<file path="src/rtl/i2c_xfer_seq.sv">
module i2c_xfer_seq #(
  parameter int CNT_W  = 8,
  parameter bit LEGACY = 1'b1
) (
  input  logic             clk,
  input  logic             rst_n,
  input  logic             ctl_wr,
  input  logic [15:0]      ctl_wdata,
  output logic [15:0]      ctl_q,
  input  logic [CNT_W-1:0] cnt_prog,
  output logic [CNT_W-1:0] cnt_q,
  input  logic [6:0]       saddr,
  input  logic             tx_wr,
  input  logic [7:0]       tx_wdata,
  input  logic             rx_pop,
  output logic [7:0]       rx_data,
  output logic             bus_req,
  output logic [1:0]       bus_op,
  output logic [6:0]       bus_addr,
  output logic             bus_rnw,
  output logic [7:0]       bus_wdata,
  input  logic             bus_done,
  input  logic             bus_ack,
  input  logic [7:0]       bus_rdata,
  output logic             xrdy,
  output logic             rrdy,
  output logic             ev_nack,
  output logic             ev_ardy
);

  localparam logic [15:0] CTL_KEEP = 16'hcf87;
  localparam int B_EN  = 15;
  localparam int B_MST = 10;
  localparam int B_TRX = 9;
  localparam int B_XA  = 8;
  localparam int B_STP = 1;
  localparam int B_STT = 0;
  localparam logic [CNT_W-1:0] CNT_ONE = CNT_W'(1);

  typedef enum logic [2:0] {S_IDLE, S_START, S_RUN, S_BYTE, S_STOP} st_t;

  st_t        state;
  logic       rnw_q;
  logic       tx_full, rx_full;
  logic [7:0] tx_byte, wd_q, rx_byte;

  logic go, lrst;
  assign lrst = LEGACY && ctl_wr && !ctl_wdata[B_EN];
  assign go   = ctl_wr && ctl_wdata[B_EN] && ctl_wdata[B_MST] &&
                !ctl_wdata[B_XA] && ctl_wdata[B_STT];

  assign bus_req   = (state == S_START) || (state == S_BYTE) || (state == S_STOP);
  assign bus_op    = (state == S_BYTE) ? (rnw_q ? 2'd2 : 2'd1) :
                     (state == S_STOP) ? 2'd3 : 2'd0;
  assign bus_rnw   = rnw_q;
  assign bus_wdata = wd_q;
  assign rx_data   = rx_byte;
  assign rrdy      = rx_full;

  always_ff @(posedge clk) begin
    if (!rst_n || lrst) begin
      state   <= S_IDLE;
      ctl_q   <= '0;
      cnt_q   <= '0;
      bus_addr <= '0;
      rnw_q   <= 1'b0;
      tx_full <= 1'b0;
      rx_full <= 1'b0;
      tx_byte <= '0;
      wd_q    <= '0;
      rx_byte <= '0;
      xrdy    <= 1'b0;
      ev_nack <= 1'b0;
      ev_ardy <= 1'b0;
    end else begin
      ev_nack <= 1'b0;
      ev_ardy <= 1'b0;
      if (ctl_wr) ctl_q <= ctl_wdata & CTL_KEEP;
      if (rx_pop) rx_full <= 1'b0;
      if (tx_wr && !tx_full) begin
        tx_full <= 1'b1;
        tx_byte <= tx_wdata;
      end
      case (state)
        S_IDLE: if (go) begin
          state    <= S_START;
          bus_addr <= saddr;
          rnw_q    <= !ctl_wdata[B_TRX];
        end
        S_START: if (bus_done) begin
          ctl_q[B_STT] <= 1'b0;
          if (bus_ack) begin
            cnt_q   <= cnt_prog;
            tx_full <= 1'b0;
            xrdy    <= !rnw_q && (cnt_prog != '0);
            state   <= S_RUN;
          end else begin
            ev_nack      <= 1'b1;
            ctl_q[B_STP] <= 1'b0;
            xrdy         <= 1'b0;
            state        <= S_IDLE;
          end
        end
        S_RUN: begin
          if (cnt_q == '0) begin
            if (ctl_q[B_STP]) state <= S_STOP;
            else begin
              ev_ardy      <= 1'b1;
              ctl_q[B_MST] <= 1'b0;
              state        <= S_IDLE;
            end
          end else if (!rnw_q) begin
            if (tx_full) begin
              wd_q    <= tx_byte;
              tx_full <= 1'b0;
              state   <= S_BYTE;
            end
          end else if (!rx_full) begin
            state <= S_BYTE;
          end
        end
        S_BYTE: if (bus_done) begin
          cnt_q <= cnt_q - CNT_ONE;
          if (!rnw_q) begin
            if (bus_ack) begin
              xrdy  <= (cnt_q != CNT_ONE);
              state <= S_RUN;
            end else begin
              xrdy         <= 1'b0;
              ev_nack      <= 1'b1;
              ctl_q[B_STP] <= 1'b0;
              state        <= S_IDLE;
            end
          end else begin
            rx_byte <= bus_rdata;
            rx_full <= 1'b1;
            state   <= S_RUN;
          end
        end
        S_STOP: if (bus_done) begin
          ctl_q[B_STP] <= 1'b0;
          cnt_q        <= cnt_prog;
          tx_full      <= 1'b0;
          state        <= S_IDLE;
        end
        default: state <= S_IDLE;
      endcase
      if (tx_wr && !tx_full) xrdy <= 1'b0;
    end
  end

  a_r11_req_held: assert property (@(posedge clk) disable iff (!rst_n)
    (bus_req && !bus_done && !lrst) |=> (bus_req && $stable(bus_op)));

  a_r6_no_byte_at_zero: assert property (@(posedge clk) disable iff (!rst_n)
    (state == S_BYTE) |-> (cnt_q != '0));

  a_r6_stop_reload: assert property (@(posedge clk) disable iff (!rst_n)
    (state == S_STOP && bus_done && !lrst) |=>
      (cnt_q == $past(cnt_prog) && !ctl_q[B_STP] && !bus_req));

  a_r4_nack_drops_stop: assert property (@(posedge clk) disable iff (!rst_n)
    ev_nack |-> (!ctl_q[B_STP] && !bus_req));

  a_r7_ardy_drops_master: assert property (@(posedge clk) disable iff (!rst_n)
    ev_ardy |-> !ctl_q[B_MST]);

  a_r10_rx_held: assert property (@(posedge clk) disable iff (!rst_n)
    (state == S_BYTE && rnw_q && bus_done && !lrst) |=> rrdy);

endmodule

</file>
<file path="config.mk">
export PLATFORM = sky130hd
export DESIGN_NAME = i2c_xfer_seq
export DESIGN_NICKNAME = d
export VERILOG_FILES = /design/src/rtl/i2c_xfer_seq.sv
export SDC_FILE = /design/constraint.sdc
export NUM_CORES = 1
export LEC_CHECK = 0
export BUFFER_PORTS_ARGS = -buffer_cell sky130_fd_sc_hd__buf_2
export CORE_MARGIN = 5
export CORE_UTILIZATION = 30
export CTS_CLUSTER_DIAMETER = 150
export DETAILED_ROUTE_END_ITERATION = 8
export GPL_TIMING_DRIVEN = 0
export PLACE_DENSITY = 0.5
export SLEW_MARGIN = 10
export SYNTH_ARGS = -nofsm -noshare
export SYNTH_HDL_FRONTEND = slang
export SYNTH_SLANG_ARGS = --single-unit
</file>
<file path="constraint.sdc">
create_clock -name clk -period 2.7 [get_ports clk]
set_clock_uncertainty 0.2 [all_clocks]
set_input_delay 0.405 -clock clk [delete_from_list [all_inputs] [get_ports clk]]
set_output_delay 0.405 -clock clk [all_outputs]
set_load 0.05 [all_outputs]
</file>
==> results_dict.tcl, run 1 <==
set metrics [dict create \
    cts_setup_buffers 0 \
    drive_above_1_share_pct 31.7 \
    synth_cell_type_count 53 \
    max_freq_mhz 426 \
    status "finished clean" \
    worstHoldPathCells 3 \
    cts_resized 0 \
    initial_core_util_pct 30.5 \
    cts_root_buffer "clkbuf_8" \
    layout_worst_path_cycle_share_pct 86.8 \
    synthToLayoutAreaGrowth_pct 31.8 \
    place_area_um2 3270 \
    final.fill_count 926 \
    drc_errors 0 \
    required_ns 2.10 \
    worst_slew_pin_slew_ns 0.692 \
    drv_cap 0 \
    dieHeight_um 104 \
    slew-limit-headroom_pct 53.9 \
    final-setup-viol-count 0 \
    total_power_mw 1.91 \
    netlist_instances 303 \
    tritoncts "yes" \
    slew_viol_final 0 \
    end_kind "primary output" \
    ios 109 \
    ys_ff_latch 58 \
    synth_edf_count 0 \
    dp_hpwl_um 5820 \
    overflow 0 \
    ys.warnings.count 0 \
    routedWlPerCell_um 14.8 \
    min_from "saddr[0]" \
    crit_arrival_ns 1.74 \
    reg2reg_depth 7 \
    cts_made_buffers 9 \
    finalHoldViolCount 0 \
    holdCritPathClass "input pin to flip-flop" \
    multiInputGateArea_um2 1320 \
    worstReg2RegEnd "bus_wdata[6]" \
    grt.total_usage_pct 14.4 \
    rsz0062_at_grt "no" \
    regArea_um2 1160 \
    clk_pin_slew_ns 0.07 \
    synth_top_area_share_pct 44.1 \
    synth_ff_type "dfxtp_1" \
    final_nets 471 \
    powerDensity_nw_per_um2 550 \
    worstHoldEndpoint "bus_addr[0]" \
    grt_max_degree 11 \
    postLayoutCellArea_um2 3470 \
    grt_pass1_wl_um 12700 \
    cp_max_fo 9 \
    finalSetupTns_ns 0 \
    row_count 34 \
    n_antenna_cell 0 \
    p_leak_nw 1.60 \
    hold_buffers 0 \
    vdd_drop_max_uv 233 \
    cp-start-kind "flip-flop" \
    syn_area_per_cell_um2 8.70 \
    clockBufferDepth 2 \
    core-area_um2 8640 \
    post-place-ws_ns 0.487 \
    yosysSeqAreaShare_pct 44.1 \
    critical_path_class "flip-flop to primary output" \
    synthArstFlopShare_pct 0 \
    fin_util_pct 40.2 \
    yosysTopAreaCell "dfxtp_1" \
    die_area_um2 10800 \
    place.gp.congestion 0.795 \
    cts_num_sinks 58 \
    antenna_found_initial 0 \
    timing.final.crit_period_ns 2.34 \
    grt_pass1_vias 2554 \
    drt_iter0_markers 189 \
    setup_ws_ns 0.355 \
    clock_latency_ns 0.33 \
    vias_per_cell 4.91 \
    final_cell_count_no_fill 527 \
    htree_num_levels 3 \
    vias 2586 \
    r2r-start "cnt_q[0]" \
    reg2reg_setup_slack_ns 0.48 \
    synthTopCellsByArea "dfxtp_1, mux2i_1, nand2_1" \
    whs_ns 0.109 \
    totalWireLength_um 7810 \
    dp_cells 512 \
    drt_first_pass_iters 4 \
    netlist_area_um2 2640 \
    chipWidth_um 104 \
    port_buffers 96 \
    postRouteAntennaNets 0 \
]
worst max-delay path, cell delays in order, from the launching register on:
cell	delay [ns]
dfxtp_1	0.32
clkbuf_1	0.38
nand2_1	0.18
o21ai_1	0.22
buf_2	0.30
power by group:
group | internal [mW] | switching (mW) | total [mW] | leakage, nW
combinational | 0.0655 | 0.134 | 0.200 | 1.03
sequential | 0.872 | 0.00901 | 0.881 | 0.470
clock | 0.496 | 0.332 | 0.828 | 0.106
total | 1.43 | 0.476 | 1.91 | 1.60
registers in the layout, summed over array words and instances, names as in the netlist:
signal / flops
bus_addr: 7
ev_nack: 1
bus_wdata: 8
bus_rnw: 1
ctl_q: 10
tx_byte: 8
ev_ardy: 1
rrdy: 1
xrdy: 1
cnt_q: 8
state: 3
tx_full: 1
rx_data: 8
cell usage after synthesis (all sizes together) (5+ instances only):
cell	n
dfxtp	58
nand2	36
nor2	33
mux2i	24
a21oi	21
o21ai	16
buf	13
clkbuf	13
nand3	11
inv	10
a211oi	5
nor4	5
o211ai	5
o31ai	5
cells by family (layout without fill, tap and decap cells):
family	after synthesis	in the layout	synth area share, %
flip-flops	58	58	44.1
AO/OA/AOI/OAI	70	70	18.1
buffers and inverters	36	147	6.65
adder cells (fa/ha/maj)	2	2	0.950
AND/OR/NAND/NOR	112	112	20.9
multiplexers	24	24	9.12
other	1	6	0.142
routing by layer:
layer | up-vias | global-route usage [%] | routed length [um]
met3 | 14 | 5.91 | 796
met2 | 110 | 21.5 | 3510
met5 | - | 0 | 0
met4 | 0 | 5.74 | 116
li1 | 1286 | - | -
met1 | 1176 | 18.4 | 3380
placed cells by master, fill, tap and decap left out, types with 2 or more instances in the layout:
cell type / n
buf_2: 101
nor3_1: 3
nor4_1: 4
conb_1: 6
clkbuf_1: 14
o211ai_1: 5
a311o_1: 2
o31ai_1: 5
buf_4: 7
o21ai_0: 14
and2_1: 3
dfxtp_1: 58
and3_1: 2
clkbuf_8: 12
inv_1: 10
nor2_1: 33
nor2b_1: 3
mux2i_1: 24
nand3_1: 11
o211a_1: 2
ha_1: 2
nand2_1: 36
or3_1: 2
a21oi_1: 21
a211oi_1: 5
a31o_2: 2
nand2b_1: 2
worst max path at each step:
stage / depth (start not counted) / startpoint / endpoint
final: 4 / bus_rnw / bus_op[1]
after global routing: 4 / bus_rnw / bus_op[1]
after CTS: 4 / bus_rnw / bus_op[1]
after detailed placement: 6 / ctl_wr / ctl_q[7]
after global placement: 6 / ctl_wr / rx_data[1]
after floorplan: 2 / bus_rnw / bus_op[0]
cell type report:
cell class | count | share of cell area, %
Inverter | 10 | 1.08
Buffer | 26 | 3.96
Multi-Input combinational cell | 214 | 37.9
Sequential cell | 58 | 33.4
Timing Repair Buffer | 96 | 13.8
Clock buffer | 13 | 4.86
Tap cell | 108 | 3.89
Clock inverter | 2 | 1.01
No activity file was read; power rests on OpenSTA's default activity.
==> run 2, diff against run 1 <==
--- a/config.mk
+++ b/config.mk
@@ -5,6 +5,7 @@
 export SDC_FILE = /design/constraint.sdc
 export NUM_CORES = 1
 export LEC_CHECK = 0
+export ABC_AREA = 1
 export BUFFER_PORTS_ARGS = -buffer_cell sky130_fd_sc_hd__buf_2
 export CORE_MARGIN = 5
 export CORE_UTILIZATION = 30
@@ -12,6 +13,7 @@
 export DETAILED_ROUTE_END_ITERATION = 8
 export GPL_TIMING_DRIVEN = 0
 export PLACE_DENSITY = 0.5
+export SKIP_CTS_REPAIR_TIMING = 1
 export SLEW_MARGIN = 10
 export SYNTH_ARGS = -nofsm -noshare
 export SYNTH_HDL_FRONTEND = slang
==> results_dict.tcl, run 2 <==
set metrics [dict create \
    status "finished clean" \
    reg2reg_setup_slack_ns 0.71 \
    yosysTopAreaCell "dfxtp_1" \
    finalHoldViolCount 0 \
    netlist_instances 365 \
    totalWireLength_um 7520 \
    final-setup-viol-count 0 \
    slew-limit-headroom_pct 57.8 \
    crit_arrival_ns 1.90 \
    cp-start-kind "flip-flop" \
    grt.total_usage_pct 14.4 \
    synthArstFlopShare_pct 0 \
    n_antenna_cell 0 \
    required_ns 2.10 \
    place.gp.congestion 0.897 \
    cts_root_buffer "clkbuf_8" \
    drc_errors 0 \
    dp_cells 573 \
    synth_ff_type "dfxtp_1" \
    post-place-ws_ns 0.566 \
    finalSetupTns_ns 0 \
    antenna_found_initial 0 \
    clockBufferDepth 2 \
    powerDensity_nw_per_um2 540 \
    overflow 0 \
    setup_ws_ns 0.193 \
    timing.final.crit_period_ns 2.51 \
    layout_commonest_cell "buf_2" \
    die_area_um2 10700 \
    clockPowerShare_pct 38.0 \
    largest_reg_flops 10 \
    grt_max_degree 11 \
    ys.warnings.count 0 \
    endpoint "bus_op[0]" \
    dieHeight_um 103 \
    synth_common_cells "nand2_1, dfxtp_1, nor2_1" \
    cp-startpoint "state[0]" \
    chipWidth_um 103 \
    initial_core_util_pct 30.4 \
    synth_cell_type_count 33 \
    synth_top_area_share_pct 44.5 \
    row_count 34 \
    vias 2661 \
    syn_area_per_cell_um2 7.15 \
    grt_pass1_vias 2569 \
    cts_made_buffers 9 \
    postRouteAntennaNets 0 \
    vdd_drop_max_uv 183 \
    slew_viol_final 0 \
    layout_worst_path_cycle_share_pct 92.9 \
    cts_num_sinks 58 \
    yosysSeqAreaShare_pct 44.5 \
    synthTopCellsByArea "dfxtp_1, nand2_1, nor2_1" \
    ys_ff_latch 58 \
    core-area_um2 8590 \
    max_freq_mhz 399 \
    switching_share_pct 29.0 \
    synthToLayoutAreaGrowth_pct 30.7 \
    routedWlPerCell_um 12.8 \
    vias_per_cell 4.52 \
    reg2reg_depth 9 \
    drt_first_pass_iters 4 \
    drive_above_1_share_pct 29.3 \
    holdCritPathClass "input pin to flip-flop" \
    ios 109 \
    r2r-start "cnt_q[0]" \
    drv_cap 0 \
    drt_iter0_markers 107 \
    rsz0062_at_grt "no" \
    critical_path_class "flip-flop to primary output" \
    synth_edf_count 0 \
    layout_common_cells "buf_2, nand2_1, dfxtp_1" \
    cp_max_fo 8 \
    worst_slew_pin_slew_ns 0.631 \
    clk_pin_slew_ns 0.07 \
    grt_pass1_wl_um 11900 \
    whs_ns 0.0716 \
    htree_num_levels 3 \
    netlist_area_um2 2610 \
    top_register "ctl_q" \
    end_kind "primary output" \
    power_switching_mw 0.534 \
    clock_latency_ns 0.33 \
    dp_hpwl_um 5690 \
    internal-power_mw 1.31 \
    yosysMostFrequentCell "nand2_1" \
    tritoncts "yes" \
    p_leak_nw 1.63 \
    final_nets 532 \
    worstReg2RegEnd "tx_full" \
    pwr-share-seq_pct 48.3 \
    p_comb_share_pct 13.7 \
    port_buffers 95 \
    final_cell_count_no_fill 589 \
]
==> run 2: cell types whose count changed in the layout (fill, tap and decap cells not counted), moves of 17 or more <==
cell,delta
a21oi_1,+17
inv_1,+26
mux2i_1,-24
nand2_1,+36
nor2_1,+19
o21ai_0,+22
==> run 2: power by group through the flow <==
stage	Sequential, mW	Clock, mW	Combinational (mW)
after detailed placement	0.908	0	0.254
final	0.890	0.700	0.253
after global routing	0.891	0.781	0.281
after floorplan	0.952	0	0.127
after global placement	0.909	0	0.253
after CTS	0.889	0.736	0.254
==> run 2: per-layer routing <==
metal | wire length [um] | global-route usage, % | up-vias
met4 | 137 | 6.87 | 0
met2 | 3100 | 21.1 | 103
met5 | 0 | 0 | -
li1 | - | - | 1385
met3 | 759 | 4.83 | 13
met1 | 3520 | 19.0 | 1160
==> run 2: through the flow <==
step | util, % | cell area (um2) | power [mW]
finish | 39.7 | 3410 | 1.84
global route | 39.7 | 3410 | 1.95
CTS | 39.7 | 3410 | 1.88
detailed placement | 37.7 | 3240 | 1.16
global placement | 37.7 | 3240 | 1.16
floorplan | - | 2630 | 1.08
==> run 2: logic make-up (layout without fill, tap and decap cells) <==
kind of cell             Yosys count  after routing  share of synthesized area (%)
AO/OA/AOI/OAI                     83             83                           16.5
adder cells (fa/ha/maj)            2              2                          0.959
buffers and inverters             55            166                           9.54
flip-flops                        58             58                           44.5
other                              1              6                          0.144
AND/OR/NAND/NOR                  166            166                           28.3
==> run 2: cell type report <==
| cell class | instances | area (um2) |
|---|---|---|
| buffer | 17 | 106 |
| clock buffer | 11 | 141 |
| clock inverter | 5 | 30.0 |
| fill | 954 | 5180 |
| inverter | 38 | 143 |
| multi-input combinational | 257 | 1220 |
| sequential | 58 | 1160 |
| tap | 108 | 135 |
| timing repair buffer | 95 | 475 |
==> run 2: worst max-delay path: stages, from the launching register on <==
cell and delay (ns):
dfxtp_1 0.49, inv_1 0.11, nor2_2 0.22, nand2_2 0.16, o21ai_0 0.27, buf_2 0.32
==> run 2: how the worst min path moves through the flow <==
stage	start	to	slack, ns	cells after the start
floorplan	tx_byte[0]	tx_byte[0]	0.24	2
global placement	bus_wdata[5]	bus_wdata[5]	0.23	2
detailed placement	bus_wdata[6]	bus_wdata[6]	0.23	2
CTS	ctl_wdata[9]	bus_rnw	0.05	2
global route	ctl_wdata[9]	bus_rnw	0.06	2
finish	ctl_wdata[9]	bus_rnw	0.07	2
